<file path="config.mk">
export PLATFORM = sky130hd
export DESIGN_NAME = cfg_serial_master
export DESIGN_NICKNAME = d
export VERILOG_FILES = /design/src/rtl/cfg_serial_pkg.sv /design/src/rtl/cfg_phase_pacer.sv /design/src/rtl/cfg_window_timer.sv /design/src/rtl/cfg_byte_shifter.sv /design/src/rtl/cfg_serial_master.sv
export SDC_FILE = /design/constraint.sdc
export NUM_CORES = 1
export LEC_CHECK = 0
export ABC_CLOCK_PERIOD_IN_PS = 3200
export BUFFER_PORTS_ARGS = -buffer_cell sky130_fd_sc_hd__buf_4
export CORE_MARGIN = 1
export CORE_UTILIZATION = 30
export DETAILED_ROUTE_END_ITERATION = 6
export GPL_TIMING_DRIVEN = 0
export SETUP_SLACK_MARGIN = 0.3
export SLEW_MARGIN = 20
export SYNTH_ARGS = -nofsm -noshare
export SYNTH_HDL_FRONTEND = slang
export SYNTH_HIERARCHICAL = 1
export SYNTH_SLANG_ARGS = --single-unit
</file>
<file path="constraint.sdc">
create_clock -name clk -period 3.2 [get_ports clk]
set_input_delay 0.32 -clock clk [delete_from_list [all_inputs] [get_ports clk]]
set_output_delay 0.32 -clock clk [all_outputs]
set_load 0.05 [all_outputs]
</file>
<file path="src/rtl/cfg_serial_pkg.sv">
package cfg_serial_pkg;

    typedef enum logic [2:0] {
        CFG_NONE           = 3'd0,
        CFG_OK             = 3'd1,
        CFG_ERR_INIT_START = 3'd2,
        CFG_ERR_INIT_CLEAR = 3'd3,
        CFG_ERR_CRC        = 3'd4,
        CFG_ERR_DONE       = 3'd5
    } cfg_status_e;

    typedef enum logic [3:0] {
        S_IDLE,
        S_PROG_ON,
        S_SETTLE,
        S_WAIT_CLR,
        S_FETCH,
        S_CLK_LO,
        S_DATA,
        S_CLK_HI,
        S_FLUSH,
        S_POST_LO,
        S_POST_HI
    } cfg_state_e;

endpackage

</file>
<file path="src/rtl/cfg_phase_pacer.sv">
// Phase pacer: pulses tick on the last cycle of each PHASE_DLY-long phase.
module cfg_phase_pacer #(
    parameter int PHASE_DLY = 4
) (
    input  logic clk,
    input  logic rst_n,
    input  logic clr,
    output logic tick
);
    localparam int PW = $clog2(PHASE_DLY + 1);

    logic [PW-1:0] cnt_q;

    assign tick = (cnt_q == PW'(PHASE_DLY - 1));

    always_ff @(posedge clk or negedge rst_n) begin
        if (!rst_n)          cnt_q <= '0;
        else if (clr || tick) cnt_q <= '0;
        else                 cnt_q <= cnt_q + 1'b1;
    end
endmodule

</file>
<file path="src/rtl/cfg_window_timer.sv">
// Window timer: counts cycles since clr and saturates at LIMIT.
module cfg_window_timer #(
    parameter int LIMIT = 1000
) (
    input  logic clk,
    input  logic rst_n,
    input  logic clr,
    output logic expired
);
    localparam int TW = $clog2(LIMIT + 1);

    logic [TW-1:0] cnt_q;

    assign expired = (cnt_q == TW'(LIMIT));

    always_ff @(posedge clk or negedge rst_n) begin
        if (!rst_n)        cnt_q <= '0;
        else if (clr)      cnt_q <= '0;
        else if (!expired) cnt_q <= cnt_q + 1'b1;
    end
endmodule

</file>
<file path="src/rtl/cfg_byte_shifter.sv">
// Byte shifter: loads a byte and presents it one bit at a time, MSB first.
module cfg_byte_shifter #(
    parameter int BYTE_W = 8
) (
    input  logic              clk,
    input  logic              rst_n,
    input  logic              load,
    input  logic              shift,
    input  logic [BYTE_W-1:0] din,
    output logic              msb,
    output logic              last_bit
);
    localparam int CW = $clog2(BYTE_W);

    logic [BYTE_W-1:0] sr_q;
    logic [CW-1:0]     bcnt_q;

    assign msb      = sr_q[BYTE_W-1];
    assign last_bit = (bcnt_q == CW'(BYTE_W - 1));

    always_ff @(posedge clk or negedge rst_n) begin
        if (!rst_n) begin
            sr_q   <= '0;
            bcnt_q <= '0;
        end else if (load) begin
            sr_q   <= din;
            bcnt_q <= '0;
        end else if (shift) begin
            sr_q   <= {sr_q[BYTE_W-2:0], 1'b0};
            bcnt_q <= bcnt_q + 1'b1;
        end
    end
endmodule

</file>
<file path="src/rtl/cfg_serial_master.sv">
module cfg_serial_master
    import cfg_serial_pkg::*;
#(
    parameter int CLK_HZ    = 50_000_000,
    parameter int PHASE_DLY = 4,
    parameter int BYTE_W    = 8
) (
    input  logic              clk,
    input  logic              rst_n,
    input  logic              start,
    input  logic [BYTE_W-1:0] s_data,
    input  logic              s_last,
    input  logic              s_valid,
    output logic              s_ready,
    output logic              cfg_prog,
    output logic              cfg_cclk,
    output logic              cfg_din,
    input  logic              init_act,
    input  logic              done_in,
    output logic              busy,
    output logic [2:0]        status
);
    localparam int TMO_CYC = CLK_HZ / 100;

    cfg_state_e  state_q, state_d;
    cfg_status_e status_q, fin_code;
    logic        fin, tmr_clr, tmr_exp, tick, ld, sh;
    logic        msb, last_bit, last_q, din_q, crc_hit;

    assign crc_hit = init_act && !done_in;

    cfg_phase_pacer #(.PHASE_DLY(PHASE_DLY)) u_pacer (
        .clk(clk), .rst_n(rst_n), .clr(state_d != state_q), .tick(tick)
    );

    cfg_window_timer #(.LIMIT(TMO_CYC)) u_timer (
        .clk(clk), .rst_n(rst_n), .clr(tmr_clr), .expired(tmr_exp)
    );

    cfg_byte_shifter #(.BYTE_W(BYTE_W)) u_shift (
        .clk(clk), .rst_n(rst_n), .load(ld), .shift(sh), .din(s_data),
        .msb(msb), .last_bit(last_bit)
    );

    // State register
    always_ff @(posedge clk or negedge rst_n) begin
        if (!rst_n) state_q <= S_IDLE;
        else        state_q <= state_d;
    end

    // Next state and control strobes
    always_comb begin
        state_d  = state_q;
        fin      = 1'b0;
        fin_code = CFG_NONE;
        tmr_clr  = 1'b0;
        ld       = 1'b0;
        sh       = 1'b0;
        unique case (state_q)
            S_IDLE: if (start) begin
                state_d = S_PROG_ON;
                tmr_clr = 1'b1;
            end
            S_PROG_ON: begin
                if (init_act) state_d = S_SETTLE;
                else if (tmr_exp) begin
                    fin = 1'b1; fin_code = CFG_ERR_INIT_START; state_d = S_IDLE;
                end
            end
            S_SETTLE: if (tick) begin
                state_d = S_WAIT_CLR;
                tmr_clr = 1'b1;
            end
            S_WAIT_CLR: begin
                if (!init_act) state_d = S_FETCH;
                else if (tmr_exp) begin
                    fin = 1'b1; fin_code = CFG_ERR_INIT_CLEAR; state_d = S_IDLE;
                end
            end
            S_FETCH: begin
                if (crc_hit) begin
                    fin = 1'b1; fin_code = CFG_ERR_CRC; state_d = S_IDLE;
                end else if (s_valid) begin
                    ld = 1'b1; state_d = S_CLK_LO;
                end
            end
            S_CLK_LO: if (tick) state_d = S_DATA;
            S_DATA:   if (tick) state_d = S_CLK_HI;
            S_CLK_HI: if (tick) begin
                sh = 1'b1;
                if (!last_bit)   state_d = S_CLK_LO;
                else if (last_q) begin
                    state_d = S_FLUSH; tmr_clr = 1'b1;
                end else         state_d = S_FETCH;
            end
            S_FLUSH: begin
                if (done_in) begin
                    fin = 1'b1; fin_code = CFG_OK; state_d = S_IDLE;
                end else if (tmr_exp) begin
                    fin = 1'b1; fin_code = CFG_ERR_DONE; state_d = S_IDLE;
                end else state_d = S_POST_LO;
            end
            S_POST_LO: if (tick) state_d = S_POST_HI;
            S_POST_HI: if (tick) state_d = S_FLUSH;
            default:   state_d = S_IDLE;
        endcase
    end

    // Registered data line, final-byte flag and result code
    always_ff @(posedge clk or negedge rst_n) begin
        if (!rst_n) begin
            din_q    <= 1'b1;
            last_q   <= 1'b0;
            status_q <= CFG_NONE;
        end else begin
            if (state_q == S_DATA)                           din_q <= msb;
            else if (state_q == S_POST_LO || state_q == S_IDLE) din_q <= 1'b1;
            if (ld) last_q <= s_last;
            if (state_q == S_IDLE && start) status_q <= CFG_NONE;
            else if (fin)                   status_q <= fin_code;
        end
    end

    // Pin outputs
    always_comb begin
        s_ready  = (state_q == S_FETCH) && !crc_hit;
        cfg_prog = (state_q == S_PROG_ON) || (state_q == S_SETTLE);
        cfg_cclk = !((state_q == S_CLK_LO) || (state_q == S_DATA) || (state_q == S_POST_LO));
        cfg_din  = din_q;
        busy     = (state_q != S_IDLE);
        status   = status_q;
    end
endmodule

</file>
==> flow_summary.toml <==
[outcome]
outcome = "finished with violations"
violations = "hold timing"

[timing]
setup_tns_ns = 0
setup_viol = 0
period_minus_slack_ns = 2.62
fmax_ghz = 0.381
skew_ns = 0.00642
min_period_over_period_pct = 82.0
worst_pin_slew_ns = 0.536
fin_hold_ws_ns = -0.00454
rsz0062_at_grt = "yes"
timing.final.hold_violations = 3
slew_headroom_pct = 64.2
drv_slew = 0

[grt]
grt_first_pass_wirelength_um = 9830
grt_pass1_vias = 2087
track_usage_pct = 14.1
overflow = 0
antenna_found_initial = 0
grt_max_degree = 43

[finish]
register_area_mm2 = 0.00105
layout.cells.non_filler = 406
area_growth_pct = 15.6
layout-drive-gt1-share_pct = 20.9
num-fill-cells = 826
fin_util_pct = 35.8
multiInputGateArea_mm2 = 0.00135
antenna_cells = 0
layout.nets = 321

[synthesis]
netlist_instances = 272
synth_xor_area_share_pct = 4.81
synth_top_area_cell = "dfrtp_1"
synth-simple-area-share_pct = 23.9
synth_area_mm2 = 0.00255
synth-seq-area-share_pct = 41.3
muxShareOfSynthArea_pct = 5.60
ys_ff_latch = 42
synth_area_leaders = "dfrtp_1 40%, mux2i_1 4.7%, nor2_1 4.1%, ha_1 2.9%, nand2_1 2.9%"
synth_warnings = 6
synthFlopType = "dfrtp_1"
syn-num-nets = 293
synth_most_common_cell = "dfrtp_1"
synth-compound-area-share_pct = 15.3
synthAdderAreaFrac_pct = 2.95
yosysTopAreaCellShare_pct = 40.3
async_flop_share_pct = 100
synth_top_family_by_area = "simple AND/OR/NAND/NOR gates"
yosysUniqueCellTypes = 58
syn_avg_cell_area_um2 = 9.37
synth.top_cells.by_count = "41 x dfrtp_1, 28 x nor2_1, 20 x nand2_1"
synth-edff-count = 0

[place]
port_buffers = 21
dp_cells = 398
hpwl_um = 4000
place.gp.congestion = 0.881

[die]
die_area_mm2 = 0.00887
die_y_um = 94.2
pin_count = 23
coreArea_mm2 = 0.00822
die_w_um = 94.2
core.rowCount = 33
initial_utilization_pct = 31.0

[setup_path]
path_buf_inv = 0
crit_chain = "nor4b_1 > nand4b_1 > nor3_4 > nor2_1 > o31ai_1 > o2bb2ai_1 > nor2_1 > mux2i_1 > nor3_1"
cpMostUsedCell = "nor2_1"
cp_data_required_time_ns = 3.38
critPathMaxFanout = 10
cp_top_family = "simple AND/OR/NAND/NOR gates"
r2r_cells = 9
arrival_ns = 2.80
cp_slowest_cell = "dfrtp_1"
slowest_delay_ns = 0.46
r2r_setup_slack_ns = 0.58
crit_type = "register to register"
r2r_end = "u_pacer/cnt_q[0]"
crit_path_start_kind = "register"
r2r-start = "u_timer/cnt_q[3]"
endpoint_kind = "register"

[routing]
dr_wl_met2_um = 2750
drt_iter0_markers = 95
highest_layer = "met4"
met1_length_um = 2510
routed_wl_um = 5590
drc = 0
wl_met3_um = 231
routedWlPerCell_um = 13.8
vias = 2104
avgViaCountPerCell = 5.18
first_pass_iters = 4
ant_nets = 0

[clock_network]
clockBufferDepth = 2
clkSinkCount = 42
cts_hold_buf = 0
clk_pin_slew_ns = 0.08
htreeDepth = 2
cts_buffers = 5
cts.root.buffer_cell = "clkbuf_8"
clk-insertion-delay-late_ns = 0.30
cts_setup_buffers = 0
cts_tree = "built"

[power_and_ir_drop]
p_sw_mw = 0.988
vdd_drop_max_uv = 224
p_int_mw = 1.29
clockPowerShare_pct = 16.0
powerDensity_mw_per_mm2 = 772
p_comb_share_pct = 48.1
seqPwrFrac_pct = 35.9
p_leak_nw = 1.25
swShare_pct = 43.4

[min_path]
hold_class = "input pin to async pin"

[run]
max_cap_viol_count = 0
-- layout make-up --
type	instances	area share, %
plain buffers	16	3.78
clock buffers	6	2.80
clock inverters	2	0.425
inverters	13	1.66
multi-input cells	201	45.8
flip-flops and latches	42	35.7
well taps	105	4.46
repair buffers	21	5.35
-- sequential cells by signal, summed over array words and instances, names as in the netlist --
signal and flops:
u_timer/cnt_q 19, u_shift/sr_q 8, state_q 4, status 3
u_pacer/cnt_q 3, u_shift/bcnt_q 3, cfg_din 1, last_q 1
-- worst register-to-register path: cells and delay by family, from the launching register on --
kind / cells / cell delay, ns
compound gates: 2 / 0.48
simple gates: 6 / 1.32
mux: 1 / 0.27
flops: 1 / 0.46
-- power by group through the flow --
stage,clock (mW),sequential [mW],combinational (mW)
5_1_grt,0.393,0.844,1.21
6_report,0.363,0.816,1.09
3_5_place_dp,0,0.827,1.09
4_1_cts,0.375,0.818,1.10
2_1_floorplan,0,0.830,0.800
3_3_place_gp,0,0.819,1.08
-- layer usage --
layer,vias to the layer above,global-route usage [%]
li1,1032,-
met1,1007,18.4
met2,58,22.9
met3,7,2.18
met4,0,6.15
met5,-,0
-- logic make-up after synthesis --
group,after synthesis
flops,42
mux,14
simple gates,109
compound gates,58
xor+xnor,14
buf+inv,29
fa+ha+maj,6
-- cells in the final DEF, fill, tap and decap left out, drive strengths merged, types with 7 or more instances in the layout --
master,n
dfrtp,41
buf,35
nor2,28
nand2,20
o21ai,16
inv,13
a21oi,13
mux2i,12
nor3,10
nand3,9
clkbuf,8
xnor2,7
xor2,7
-- how the worst max path moves through the flow --
stage	startpoint	end	slack, ns	cells past startpoint
detailed placement	u_timer/cnt_q[6]	u_pacer/cnt_q[0]	-0.06	9
finish	u_timer/cnt_q[3]	u_pacer/cnt_q[0]	0.58	9
CTS	u_timer/cnt_q[6]	u_pacer/cnt_q[0]	0.32	9
global placement	u_timer/cnt_q[3]	u_pacer/cnt_q[0]	0.03	9
global route	u_timer/cnt_q[12]	u_pacer/cnt_q[0]	0.30	9
floorplan	u_timer/cnt_q[3]	u_pacer/cnt_q[0]	0.68	9
-- metrics by stage --
step                      cell area [µm²]  setup slack [ns]  power [mW]  hold slack [ns]
after floorplan                      2550             0.684        1.63           0.0244
after detailed placement             2840           -0.0582        1.92            0.344
final                                2950             0.577        2.27         -0.00454
after global placement               2840            0.0325        1.90            0.341
after global routing                 2950             0.299        2.45           0.0377
after CTS                            2940             0.322        2.29           0.0170
-- timing repair --
item	4_1_cts	5_1_grt
gates resized for setup	1	3
pin swaps	0	1
endpoints found under the setup margin	5	13
hold endpoints to repair	0	0
gates cloned	0	0
Note: power is estimated with default switching activity, not from simulation.
